<file path="config.mk">
export PLATFORM = sky130hd
export DESIGN_NAME = hotswap_seq
export DESIGN_NICKNAME = d
export VERILOG_FILES = /design/src/rtl/hs_pkg.sv /design/src/rtl/hs_sync.sv /design/src/rtl/hs_tick.sv /design/src/rtl/hs_ms_timer.sv /design/src/rtl/hs_retry.sv /design/src/rtl/hotswap_seq.sv
export SDC_FILE = /design/constraint.sdc
export NUM_CORES = 1
export LEC_CHECK = 0
export ABC_AREA = 1
export BUFFER_PORTS_ARGS = -buffer_cell sky130_fd_sc_hd__clkbuf_2
export CORE_UTILIZATION = 54
export CTS_CLUSTER_SIZE = 25
export DETAILED_ROUTE_END_ITERATION = 12
export PLACE_DENSITY = 0.71
export SLEW_MARGIN = 20
export SYNTH_ARGS = -nofsm -noshare
export SYNTH_HDL_FRONTEND = slang
export SYNTH_SLANG_ARGS = --single-unit
</file>
<file path="constraint.sdc">
create_clock -name clk -period 2.9 [get_ports clk]
set_clock_uncertainty 0.2 [all_clocks]
set_input_delay 0.58 -clock clk [delete_from_list [all_inputs] [get_ports clk]]
set_output_delay 0.58 -clock clk [all_outputs]
set_load 0.02 [all_outputs]
</file>
<file path="src/rtl/hs_pkg.sv">
package hs_pkg;

  // Raw comparator and command inputs, grouped for one synchronizer bank.
  typedef struct packed {
    logic uv_lo;
    logic uv_hi;
    logic ov;
    logic drain_low;
    logic gate_rail;
    logic shdn_n;
    logic restart_n;
  } hs_raw_t;

  localparam int HS_W = $bits(hs_raw_t);

  // Benign levels: active-low commands idle high, comparators idle low.
  localparam hs_raw_t HS_IDLE = '{uv_lo: 1'b0, uv_hi: 1'b0, ov: 1'b0,
                                  drain_low: 1'b0, gate_rail: 1'b0,
                                  shdn_n: 1'b1, restart_n: 1'b1};

endpackage

</file>
<file path="src/rtl/hs_sync.sv">
module hs_sync #(
  parameter int              W       = 1,
  parameter int              STAGES  = 2,
  parameter logic [W-1:0]    RST_VAL = '0
) (
  input  logic         clk,
  input  logic         rst_n,
  input  logic [W-1:0] d_i,
  output logic [W-1:0] q_o
);

  for (genvar g = 0; g < STAGES; g++) begin : g_stage
    logic [W-1:0] r_q;
    logic [W-1:0] r_d;
    if (g == 0) begin : g_first
      assign r_d = d_i;
    end else begin : g_next
      assign r_d = g_stage[g-1].r_q;
    end
    always_ff @(posedge clk or negedge rst_n) begin
      if (!rst_n) r_q <= RST_VAL;
      else        r_q <= r_d;
    end
  end

  assign q_o = g_stage[STAGES-1].r_q;

endmodule

</file>
<file path="src/rtl/hs_tick.sv">
module hs_tick #(
  parameter int DIV = 4
) (
  input  logic clk,
  input  logic rst_n,
  output logic tick_o
);

  if (DIV <= 1) begin : g_every
    assign tick_o = 1'b1;
  end else begin : g_div
    localparam int CW = $clog2(DIV);
    localparam logic [CW-1:0] LAST = CW'(DIV - 1);
    logic [CW-1:0] cnt_q, cnt_d;
    logic          wrap;

    assign wrap = (cnt_q == LAST);

    always_comb begin
      cnt_d = cnt_q + 1'b1;
      if (wrap) cnt_d = '0;
    end

    always_ff @(posedge clk or negedge rst_n) begin
      if (!rst_n) cnt_q <= '0;
      else        cnt_q <= cnt_d;
    end

    assign tick_o = wrap;
  end

endmodule

</file>
<file path="src/rtl/hs_ms_timer.sv">
module hs_ms_timer #(
  parameter int MS_COUNT = 10
) (
  input  logic clk,
  input  logic rst_n,
  input  logic load_i,
  input  logic tick_i,
  output logic busy_o
);

  localparam int CW = $clog2(MS_COUNT + 1);
  localparam logic [CW-1:0] START = CW'(MS_COUNT);

  logic [CW-1:0] cnt_q, cnt_d;
  logic          run_en;

  assign run_en = tick_i && (cnt_q != '0);

  always_comb begin
    cnt_d = cnt_q;
    if (load_i)      cnt_d = START;
    else if (run_en) cnt_d = cnt_q - 1'b1;
  end

  always_ff @(posedge clk or negedge rst_n) begin
    if (!rst_n) cnt_q <= '0;
    else        cnt_q <= cnt_d;
  end

  assign busy_o = (cnt_q != '0);

endmodule

</file>
<file path="src/rtl/hs_retry.sv">
module hs_retry #(
  parameter int MAX_EVENTS = 7,
  parameter int WINDOW_MS  = 10000
) (
  input  logic clk,
  input  logic rst_n,
  input  logic tick_i,
  input  logic event_i,
  input  logic clear_i,
  input  logic pgood_i,
  output logic exhausted_o
);

  localparam int CW = $clog2(MAX_EVENTS + 1);
  localparam logic [CW-1:0] CMAX = CW'(MAX_EVENTS);

  logic [CW-1:0] count_q, count_d, base;
  logic          win_busy, win_done, exhausted;

  // Window timer reloads whenever power-good is absent.
  hs_ms_timer #(.MS_COUNT(WINDOW_MS)) i_window (
    .clk    (clk),
    .rst_n  (rst_n),
    .load_i (!pgood_i),
    .tick_i (tick_i),
    .busy_o (win_busy)
  );

  assign exhausted = (count_q == CMAX);
  assign win_done  = pgood_i && !win_busy && !exhausted;

  always_comb begin
    base    = win_done ? '0 : count_q;
    count_d = base;
    if (event_i && !exhausted) count_d = base + 1'b1;
    if (clear_i)               count_d = '0;
  end

  always_ff @(posedge clk or negedge rst_n) begin
    if (!rst_n) count_q <= '0;
    else        count_q <= count_d;
  end

  assign exhausted_o = exhausted;

endmodule

</file>
<file path="src/rtl/hotswap_seq.sv">
module hotswap_seq #(
  parameter int TICKS_PER_MS = 50000,
  parameter int WINDOW_MS    = 10000,
  parameter int RESTART_MS   = 10000,
  parameter int MAX_EVENTS   = 7,
  parameter int SYNC_STAGES  = 2
) (
  input  logic clk,
  input  logic rst_n,
  input  logic uv_lo_i,
  input  logic uv_hi_i,
  input  logic ov_i,
  input  logic drain_low_i,
  input  logic gate_rail_i,
  input  logic shdn_n_i,
  input  logic restart_n_i,
  output logic gate_en_o,
  output logic pgood_n_o,
  output logic supply_ok_o,
  output logic retry_alert_n_o
);

  import hs_pkg::*;

  // Reset: asserted at once, released after two clocks.
  logic [1:0] rst_pipe_q;
  logic       rst_sync_n;

  always_ff @(posedge clk or negedge rst_n) begin
    if (!rst_n) rst_pipe_q <= '0;
    else        rst_pipe_q <= {rst_pipe_q[0], 1'b1};
  end
  assign rst_sync_n = rst_pipe_q[1];

  // Input synchronization
  hs_raw_t          raw, syn;
  logic [HS_W-1:0]  syn_bits;

  assign raw = '{uv_lo: uv_lo_i, uv_hi: uv_hi_i, ov: ov_i,
                 drain_low: drain_low_i, gate_rail: gate_rail_i,
                 shdn_n: shdn_n_i, restart_n: restart_n_i};

  hs_sync #(.W(HS_W), .STAGES(SYNC_STAGES), .RST_VAL(HS_IDLE)) i_sync (
    .clk   (clk),
    .rst_n (rst_sync_n),
    .d_i   (raw),
    .q_o   (syn_bits)
  );
  assign syn = hs_raw_t'(syn_bits);

  logic uv_lo_s, uv_hi_s, ov_s, drain_s, rail_s, shdn_s, restart_s;
  assign uv_lo_s   = syn.uv_lo;
  assign uv_hi_s   = syn.uv_hi;
  assign ov_s      = syn.ov;
  assign drain_s   = syn.drain_low;
  assign rail_s    = syn.gate_rail;
  assign shdn_s    = syn.shdn_n;
  assign restart_s = syn.restart_n;

  // Millisecond tick
  logic ms_tick;
  hs_tick #(.DIV(TICKS_PER_MS)) i_tick (
    .clk    (clk),
    .rst_n  (rst_sync_n),
    .tick_o (ms_tick)
  );

  // State registers
  logic uv_fault_q, uv_fault_d;
  logic ov_prev_q, shdn_prev_q, restart_prev_q;
  logic gate_en_q, pgood_q, supply_q;

  // Next-state logic
  logic uv_clear, ov_rise, shdn_fall, restart_fall, restart_load;
  logic restart_busy, exhausted, gate_ok, pgood_d, supply_d;

  always_comb begin
    uv_fault_d = uv_fault_q;
    if (uv_lo_s)      uv_fault_d = 1'b1;
    else if (uv_hi_s) uv_fault_d = 1'b0;
  end

  assign uv_clear     = uv_fault_q && !uv_fault_d;
  assign ov_rise      = ov_s && !ov_prev_q;
  assign shdn_fall    = !shdn_s && shdn_prev_q;
  assign restart_fall = !restart_s && restart_prev_q;
  assign restart_load = restart_fall && !restart_busy;

  hs_ms_timer #(.MS_COUNT(RESTART_MS)) i_restart (
    .clk    (clk),
    .rst_n  (rst_sync_n),
    .load_i (restart_load),
    .tick_i (ms_tick),
    .busy_o (restart_busy)
  );

  hs_retry #(.MAX_EVENTS(MAX_EVENTS), .WINDOW_MS(WINDOW_MS)) i_retry (
    .clk         (clk),
    .rst_n       (rst_sync_n),
    .tick_i      (ms_tick),
    .event_i     (ov_rise || shdn_fall),
    .clear_i     (uv_clear),
    .pgood_i     (pgood_q),
    .exhausted_o (exhausted)
  );

  assign gate_ok  = !uv_fault_q && !ov_s && shdn_s && !restart_busy && !exhausted;
  assign pgood_d  = gate_ok && drain_s && rail_s;
  assign supply_d = !uv_fault_q && !ov_s;

  // Registers
  always_ff @(posedge clk or negedge rst_sync_n) begin
    if (!rst_sync_n) begin
      uv_fault_q     <= 1'b1;
      ov_prev_q      <= 1'b0;
      shdn_prev_q    <= 1'b1;
      restart_prev_q <= 1'b1;
      gate_en_q      <= 1'b0;
      pgood_q        <= 1'b0;
      supply_q       <= 1'b0;
    end else begin
      uv_fault_q     <= uv_fault_d;
      ov_prev_q      <= ov_s;
      shdn_prev_q    <= shdn_s;
      restart_prev_q <= restart_s;
      gate_en_q      <= gate_ok;
      pgood_q        <= pgood_d;
      supply_q       <= supply_d;
    end
  end

  assign gate_en_o       = gate_en_q;
  assign pgood_n_o       = !pgood_q;
  assign supply_ok_o     = supply_q;
  assign retry_alert_n_o = !exhausted;

endmodule

</file>
* Word-level counts from Yosys, hierarchy flattened
Cells that the tools add are included.
Word-level totals: bits in registers 70, bits of input ports 9, output and inout port bits 4, logic and storage cells 61
Cells by class: $add $sub $neg 4, eq/ne operators 3, mux-type cells 10, reduce and logical (&&, ||, !) cells 30
Operator list (number):
- $mux W14 | 4
- $reduce_bool A14 Y1 | 2
- $sub A14 B1 Y14 const B | 2
- $add A16 B1 Y16 const B | 1
- $eq A16 B16 Y1 const B | 1
- $logic_and A1 B1 Y1 | 16
- $mux W16 | 1
- $logic_not A1 Y1 | 10
- $mux W3 | 3
- $add A3 B1 Y3 const B | 1
- $eq A3 B3 Y1 const B | 1
- $mux W1 | 2
- $ne A2 B1 Y1 const B | 1
- $reduce_bool A2 Y1 | 1
- $logic_or A1 B1 Y1 | 1

* Logic depth before layout (Yosys ltp)
Gate-level depths: netlist (run 1).
depth in word-level cells 8, gate-level depth with buffers 14, depth with buffers taken out 14

* By module
From an unflattened synthesis (run 1), not the netlist that was laid out.
Unflattened totals: cells, all modules 469, area total of the unflattened synthesis 3692.3 um^2
By module, submodules not included:
- hs_ms_timer | instances 2, cells each 137, area an instance 955.9 um^2
- hs_tick | instances 1, cells each 121, area an instance 877.1 um^2
- hs_sync | instances 1, cells each 14, area an instance 355.3 um^2
- hotswap_seq | instances 1, cells each 30, area an instance 325.3 um^2
- hs_retry | instances 1, cells each 30, area an instance 222.7 um^2

* Least setup slack after synthesis (run 1)
No wires, ideal clock.
path type register -> register, start point register i_retry.i_window.cnt_q[0], end point register i_retry.count_q[1], library setup time 0.124 ns, arrival 1.553 ns, data required time 2.576 ns, setup slack 1.024 ns, cell stages (with the launch flop) 13, path buffers 0, period minus slack after synthesis 1.876 ns, path through dfrtp_1 -> inv_1 -> ha_1 -> inv_1 -> nor2_1 -> nand2_1 -> nor2_1 -> nand3_1 -> nand2_1 -> inv_1 -> ha_1 -> o21ai_0 -> a21oi_1
On the way: word-level cells in the longest chain between the ends 8
RTL lines:
- start: declaration | line hs_ms_timer.sv:14 | logic [CW-1:0] cnt_q, cnt_d;
- start signal: assignment | line hs_ms_timer.sv:27 | else cnt_q <= cnt_d;
- $reduce_bool A14 Y1 * | line hs_ms_timer.sv:30 | assign busy_o = (cnt_q != '0);
- $logic_not A1 Y1 * | line hs_retry.sv:30 | assign win_done = pgood_i && !win_busy && !exhausted;
- $logic_and A1 B1 Y1 * (2 in a row) | line hs_retry.sv:30
- $mux W3 * | line hs_retry.sv:33 | base = win_done ? '0 : count_q;
- $add A3 B1 Y3 | line hs_retry.sv:35 | if (event_i && !exhausted) count_d = base + 1'b1;
- $mux W3 * | line hs_retry.sv:35
- $mux W3 * | line hs_retry.sv:36 | if (clear_i) count_d = '0;
- named net i_retry.count_d[1] | line hs_retry.sv:17 | logic [CW-1:0] count_q, count_d, base;
- end signal: assignment | line hs_retry.sv:41 | else count_q <= count_d;
- end: declaration | line hs_retry.sv:17
Mark *: on every way through the listed nets, which the timed path passes. The rest lies on a longest branch. A chain may end at the register's enable or synchronous reset.

* Worst setup path in the final report (run 1)
Same ends and word-level chain as after synthesis.

==> metrics, run 1 <==
final wirelength 7210 microns; first-pass GRT wire length 13400 microns; Synth area leader dfrtp_1; setup tns final 0 ns; Die Ht 85.2 microns; CTS clk-pin slew, worst paths 0.08 ns; # diodes 0; Initial Util 0.573; cells after synthesis 477; top post-synthesis cells by area dfrtp_1 42%, nand2_1 12%, nand3_1 9.2%; Remaining DRCs 0; Slew Limit Fails 0; pwr dens 588 nW/um^2; Port Buffers 12; largest net degree at the start of global routing 36; Synth top area share 0.422; Syn. warnings 0; CTS Root Cell clkbuf_8; clock tree buffer depth 2; vias per inst 5.29; Global Route Usage Sum 0.231; GRT Residual Overflow 0; CP Max Fanout 4; clk_lat worst skew 0.35 ns; number of I/O pins 13; worst vdd ir 423 uV; via count 3062; count of different cell masters after synthesis 33; Crit. End Element flip-flop; Num CTS Buffers 9; number of global-route vias before repair 3042; outcome finished, final reports clean; post-synthesis sequential area ratio 0.471; CP Data Required Time 2.94 ns; type of the worst min-delay path reg2async; Worst setup SP type flip-flop; crit path DAT 2.13 ns; H-tree level count 3; ANT nets after route 0; f_max 0.478 GHz; Leak 2.11 nW; post-CTS setup buffers 0; Mapped Area 3740 sq um; DP HPWL 5130 microns; crit path kind reg2reg; initial antenna violation count 0; Mapped Avg Cell Area 7.84 sq um; layout cells sized above 1 0.155; final hold vios 0; DR iter-0 viols 171; CTS sink cnt 70; total nets after synthesis 492; fin crit share 0.721; RSZ-0062 raised after global routing no; final setup margin 0.809 ns; placer congestion estimate 0.888; Nets 512; DRT Pass-1 Iters 4; P&R area growth vs syn 9.37%; Period minus WS final 2.09 ns; setup slack at placement 0.867 ns; WL/cell 12.5 microns; # setup viols final 0; maxcap violations 0; register bit total from synthesis 70; FP Rows 29; Chip Width 85.2 microns; core area 6530 sq um; DIE AREA 7260 sq um; CTS tree built
## repair_timing
item / CTS / global route
hold buffers: 1 / 0
endpoints found under the hold margin: 2 / 0
resized for setup: 0 / 0
## cell families (layout without fill, tap and decap cells)
family	after synthesis	count (layout)	synth area share
buf+inv	63	88	0.0723
flops	70	70	0.471
other cells	1	1	0.00100
xor+xnor	13	13	0.0304
simple gates	313	313	0.390
fa+ha+maj	6	6	0.0201
compound gates	11	11	0.0157
## layer usage
| metal | share of wire | vias to the layer above | routed length [microns] | GRT usage |
|---|---|---|---|---|
| met5 | 0 | - | 0 | 0 |
| met4 | 0.017 | 0 | 119 | 0.0909 |
| met3 | 0.035 | 12 | 252 | 0.0447 |
| met2 | 0.47 | 57 | 3390 | 0.378 |
| met1 | 0.48 | 1441 | 3450 | 0.304 |
| li1 | - | 1552 | - | - |
## state kept, by name, summed over array words and instances, names as in the netlist
| register | flops |
|---|---|
| gate_en_o | 1 |
| i_restart.cnt_q | 14 |
| i_retry.count_q | 3 |
| i_retry.i_window.cnt_q | 14 |
| i_sync.g_stage.r_q | 7 |
| i_sync.q_o | 7 |
| i_tick.g_div.cnt_q | 16 |
| ov_prev_q | 1 |
| pgood_q | 1 |
| restart_prev_q | 1 |
| rst_pipe_q | 2 |
| shdn_prev_q | 1 |
| supply_ok_o | 1 |
| uv_fault_q | 1 |
## layout by cell type, fill, tap and decap left out, drive strengths merged, types with 2 or more instances in the layout
cell type and count:
xnor2 2, nand4 13, or2 4, nor3 6, clkbuf 21, a21oi 3, o21ai 6, clkinv 7
nor2 80, dfrtp 63, inv 53, buf 5, nand3 69, ha 6, xor2 11, dfstp 7
nand2 129, nand3b 10
## synth_stat cells
master,number
nor3b_1,1
dfrtp_1,63
or2_2,3
nor2_2,7
clkinv_2,1
a21o_1,1
inv_2,8
o22ai_1,1
buf_6,3
o21ai_0,6
or2_1,1
nor2_4,4
ha_1,6
nor2_1,69
xor2_1,11
nand3_1,69
nand2_4,4
nand3b_1,10
nand2_1,117
buf_2,4
dfstp_2,7
clkinv_1,1
and3_1,1
inv_6,1
nor3_1,5
clkbuf_1,2
conb_1,1
nand4_1,13
nand2_2,8
inv_1,43
a21oi_1,3
xnor2_1,2
nor3_2,1
## power breakdown
group	internal (W)	switching [W]	total (W)
clock network	0.000407	0.000403	0.000810
registers	0.00105	0.0000652	0.00111
logic	0.000189	0.000296	0.000485
## critical path, stage by stage, from the launching register on
cell     delay [ns]
dfrtp_1        0.40
inv_1          0.12
ha_1           0.16
inv_1          0.05
nor2_1         0.08
nand2_1        0.05
nor2_1         0.08
nand3_1        0.16
nand2_1        0.14
inv_1          0.06
ha_1           0.27
o21ai_0        0.16
a21oi_1        0.06
## worst paths after layout
check | start | endpoint | slack [ns] | depth (start not counted)
min in group clk | shdn_n_i | i_sync.g_stage[0].r_q[1] | 0.11 | 1
max in group asynchronous | rst_pipe_q[1] | i_sync.q_o[0] | 2.04 | 1
max reg2reg | i_retry.i_window.cnt_q[0] | i_retry.count_q[1] | 0.81 | 12
min | rst_pipe_q[1] | i_restart.cnt_q[5] | 0.1 | 1
max | i_retry.i_window.cnt_q[0] | i_retry.count_q[1] | 0.81 | 12
min reg2reg | rst_pipe_q[1] | i_restart.cnt_q[5] | 0.1 | 1
## area by class of cell
cell class                 count  area, sq um
sequential                    70         1760
multi-input combinational    344         1710
inverter                      54          209
timing repair buffer          18          108
tap                           77         96.3
clock inverter                 7         82.6
clock buffer                   9          124
fill                         592         2440
## metrics by stage
step,utilization,area [sq um],instances,hold slack [ns],total power (W)
floorplan,-,3740,477,0.0844,0.00151
global placement,0.593,3870,562,0.102,0.00160
detailed placement,0.593,3870,562,0.116,0.00161
CTS,0.626,4090,579,0.0920,0.00243
global route,0.626,4090,579,0.0912,0.00257
finish,0.626,4090,579,0.0996,0.00241
(Power assumes the default switching activity.)
==> run 2, diff against run 1 <==
Settings changed: ABC_AREA 1 to 0, PLACE_DENSITY 0.71 to 0.74.
Clock period 2.9 ns to 1.9 ns, I/O delays scaled along.
==> metrics, run 2 <==
setup slack at placement -0.181 ns; top post-synthesis cells by area dfrtp_1 51%, dfstp_2 5.9%, xor2_1 4.2%; post-synthesis sequential area ratio 0.564; Syn. warnings 0; outcome finished with violations; Worst setup SP type flip-flop; CTS Root Cell clkbuf_8; CP Data Required Time 1.97 ns; R2R setup slack -0.30 ns; final hold vios 0; number of I/O pins 13; Reg2Reg Launch Point i_tick.g_div.cnt_q[1]; Port Buffers 12; first-pass GRT wire length 12300 microns; CTS clk-pin slew, worst paths 0.08 ns; number of flip-flops under the largest register name 16; P&R area growth vs syn 48.5%; placer congestion estimate 0.807; Max-slew headroom 0.650; DR iter-0 viols 178; Cell Count, Final, Fillers Out 469; # fillers 271; most frequent cells in the layout 66 x buf_4, 58 x dfrtp_1, 30 x nor2_1; Placed Cells 418; Mapped Area 3120 sq um; Period minus WS final 2.20 ns; Initial Util 0.563; Post-synth EDFFs 0; worst vdd ir 760 uV; pwr dens 787 nW/um^2; cells after synthesis 283; Largest regs i_tick.g_div.cnt_q (16), i_restart.cnt_q (14), i_retry.i_window.cnt_q (14); Synth area leader dfrtp_1; failing checks negative setup slack; Final Util 0.836; # diodes 0; clock tree buffer depth 2; type of the worst min-delay path reg2async; core area 5540 sq um; WL/cell 18.5 microns; Chip Width 78 microns; Tot Pwr 0.00365 W; crit path kind reg2reg; Sw Ratio 0.295; Remaining DRCs 0; RSZ-0062 raised after global routing yes; total nets after synthesis 298; final wirelength 8660 microns; Mapped Avg Cell Area 11.0 sq um; R2R depth 8; r2r endpoint i_restart.cnt_q[8]; CP peak stage delay 0.42 ns; register bit total from synthesis 70; H-tree level count 3; maxcap violations 0; most common cell after layout, fill and taps aside buf_4; GRT Residual Overflow 0; asr flop ratio synth 1.00; FP Rows 27; slew at the pin closest to its max-slew limit 0.520 ns; WHS 0.0960 ns; Nets 407; count of different cell masters after synthesis 46; largest net degree at the start of global routing 55; fin crit share 1.16; DP HPWL 4260 microns; Global Route Usage Sum 0.271; vias per inst 5.70; number of global-route vias before repair 2645; crit path DAT 2.27 ns; P_int 0.00257 W; commonest cells in the netlist 63 x dfrtp_1, 32 x nor2_1, 20 x nand3_1; # setup viols final 27; ys flop type dfrtp_1; count leader, synth dfrtp_1; CTS tree built; CP cell instances ha_4 -> and4bb_1 -> nand4_1 -> buf_4 -> a211oi_2 -> buf_4 -> nand3b_1 -> mux2i_1; CTS sink cnt 70; ANT nets after route 0; CP max stage cell dfrtp_1; DRT Pass-1 Iters 4; Leak 2.06 nW; Num CTS Buffers 9; f_max 0.455 GHz; Slew Limit Fails 0; Clock power frac 0.332; clk_lat worst skew 0.36 ns; Die Ht 78 microns; crit-path most repeated cell buf_4; Top reg by flops i_tick.g_div.cnt_q; Net Switching 0.00108 W; Comb power frac 0.206; CP Max Fanout 6; initial antenna violation count 0; DIE AREA 6080 sq um; Crit. End Element flip-flop; layout cells sized above 1 0.466; final setup margin -0.298 ns; Synth top area share 0.505; Reg power frac 0.462; via count 2672
-- run 2: changes by cell type after synthesis, sizes merged, moves of 7 or more --
cell	change
nor2	-48
nand2	-113
nand3	-49
nand3b	-7
inv	-41
nand4	-7
nor3	+8
xnor2	+11
-- run 2: kinds of logic (layout without fill, tap and decap cells) --
| logic type | after synthesis | count (layout) | share of synthesized area |
|---|---|---|---|
| buffers and inverters | 17 | 131 | 0.0257 |
| AOI/OAI and AO/OA | 25 | 25 | 0.0562 |
| adders and majority gates | 6 | 6 | 0.0241 |
| muxes | 4 | 4 | 0.0128 |
| DFF | 70 | 70 | 0.564 |
| and+or+nand+nor | 132 | 132 | 0.237 |
| other | 1 | 1 | 0.00120 |
| xor gates and xnor gates | 28 | 28 | 0.0786 |
-- run 2: power groups by stage --
| stage | sequential, W | clock, W | combinational, W |
|---|---|---|---|
| finish | 0.00168 | 0.00121 | 0.000752 |
| global route | 0.00169 | 0.00129 | 0.000814 |
| CTS | 0.00167 | 0.00123 | 0.000523 |
| detailed placement | 0.00170 | 0 | 0.000484 |
| global placement | 0.00169 | 0 | 0.000462 |
| floorplan | 0.00171 | 0 | 0.000249 |
-- run 2: area by class of cell --
type,count,area (sq um),share of cell area
Tap cell,72,90.1,0.0195
Multi-Input combinational cell,196,1660,0.359
Sequential cell,70,1770,0.382
Inverter,11,45.0,0.00973
Clock buffer,9,124,0.0267
Timing Repair Buffer,104,867,0.187
Clock inverter,7,73.8,0.0159
-- run 2: worst max-delay path by stage --
| stage | depth (start not counted) | slack, ns | startpoint | end |
|---|---|---|---|---|
| global route | 8 | -0.38 | i_tick.g_div.cnt_q[0] | i_restart.cnt_q[8] |
| finish | 8 | -0.30 | i_tick.g_div.cnt_q[1] | i_restart.cnt_q[8] |
| global placement | 7 | -0.11 | i_tick.g_div.cnt_q[1] | i_retry.i_window.cnt_q[11] |
| floorplan | 9 | -0.21 | i_retry.i_window.cnt_q[7] | i_retry.count_q[2] |
| detailed placement | 7 | -0.18 | i_tick.g_div.cnt_q[1] | i_retry.i_window.cnt_q[11] |
| CTS | 8 | -0.09 | i_retry.i_window.cnt_q[4] | i_retry.count_q[2] |
-- run 2: repair_timing --
action / 4_1_cts / 5_1_grt
hold buffers: 9 / 0
resized for setup: 36 / 59
pin swaps: 21 / 23
setup buffers: 13 / 15
endpoints found under the setup margin: 23 / 32
hold endpoints to repair: 19 / 0
-- run 2: worst max-delay path, delay by kind of cell, from the launching register on --
kind                       cells  cell delay, ns
buffers and inverters          2            0.41
adders and majority gates      1            0.18
and+or+nand+nor                3            0.51
DFF                            1            0.42
AOI/OAI and AO/OA              1            0.19
muxes                          1            0.19
-- run 2: metrics by stage --
step | TNS [ns] | cell area (sq um)
2_1_floorplan | -0.615 | 3150
3_3_place_gp | -1.04 | 3690
3_5_place_dp | -1.43 | 3690
4_1_cts | -0.694 | 4250
5_1_grt | -5.04 | 4630
6_report | -3.21 | 4630
-- run 2: per-layer routing --
layer,up-vias,global-route usage,wire [microns]
li1,1220,-,-
met1,1345,0.346,3550
met2,80,0.433,4460
met3,27,0.0612,331
met4,0,0.141,323
met5,-,0,0
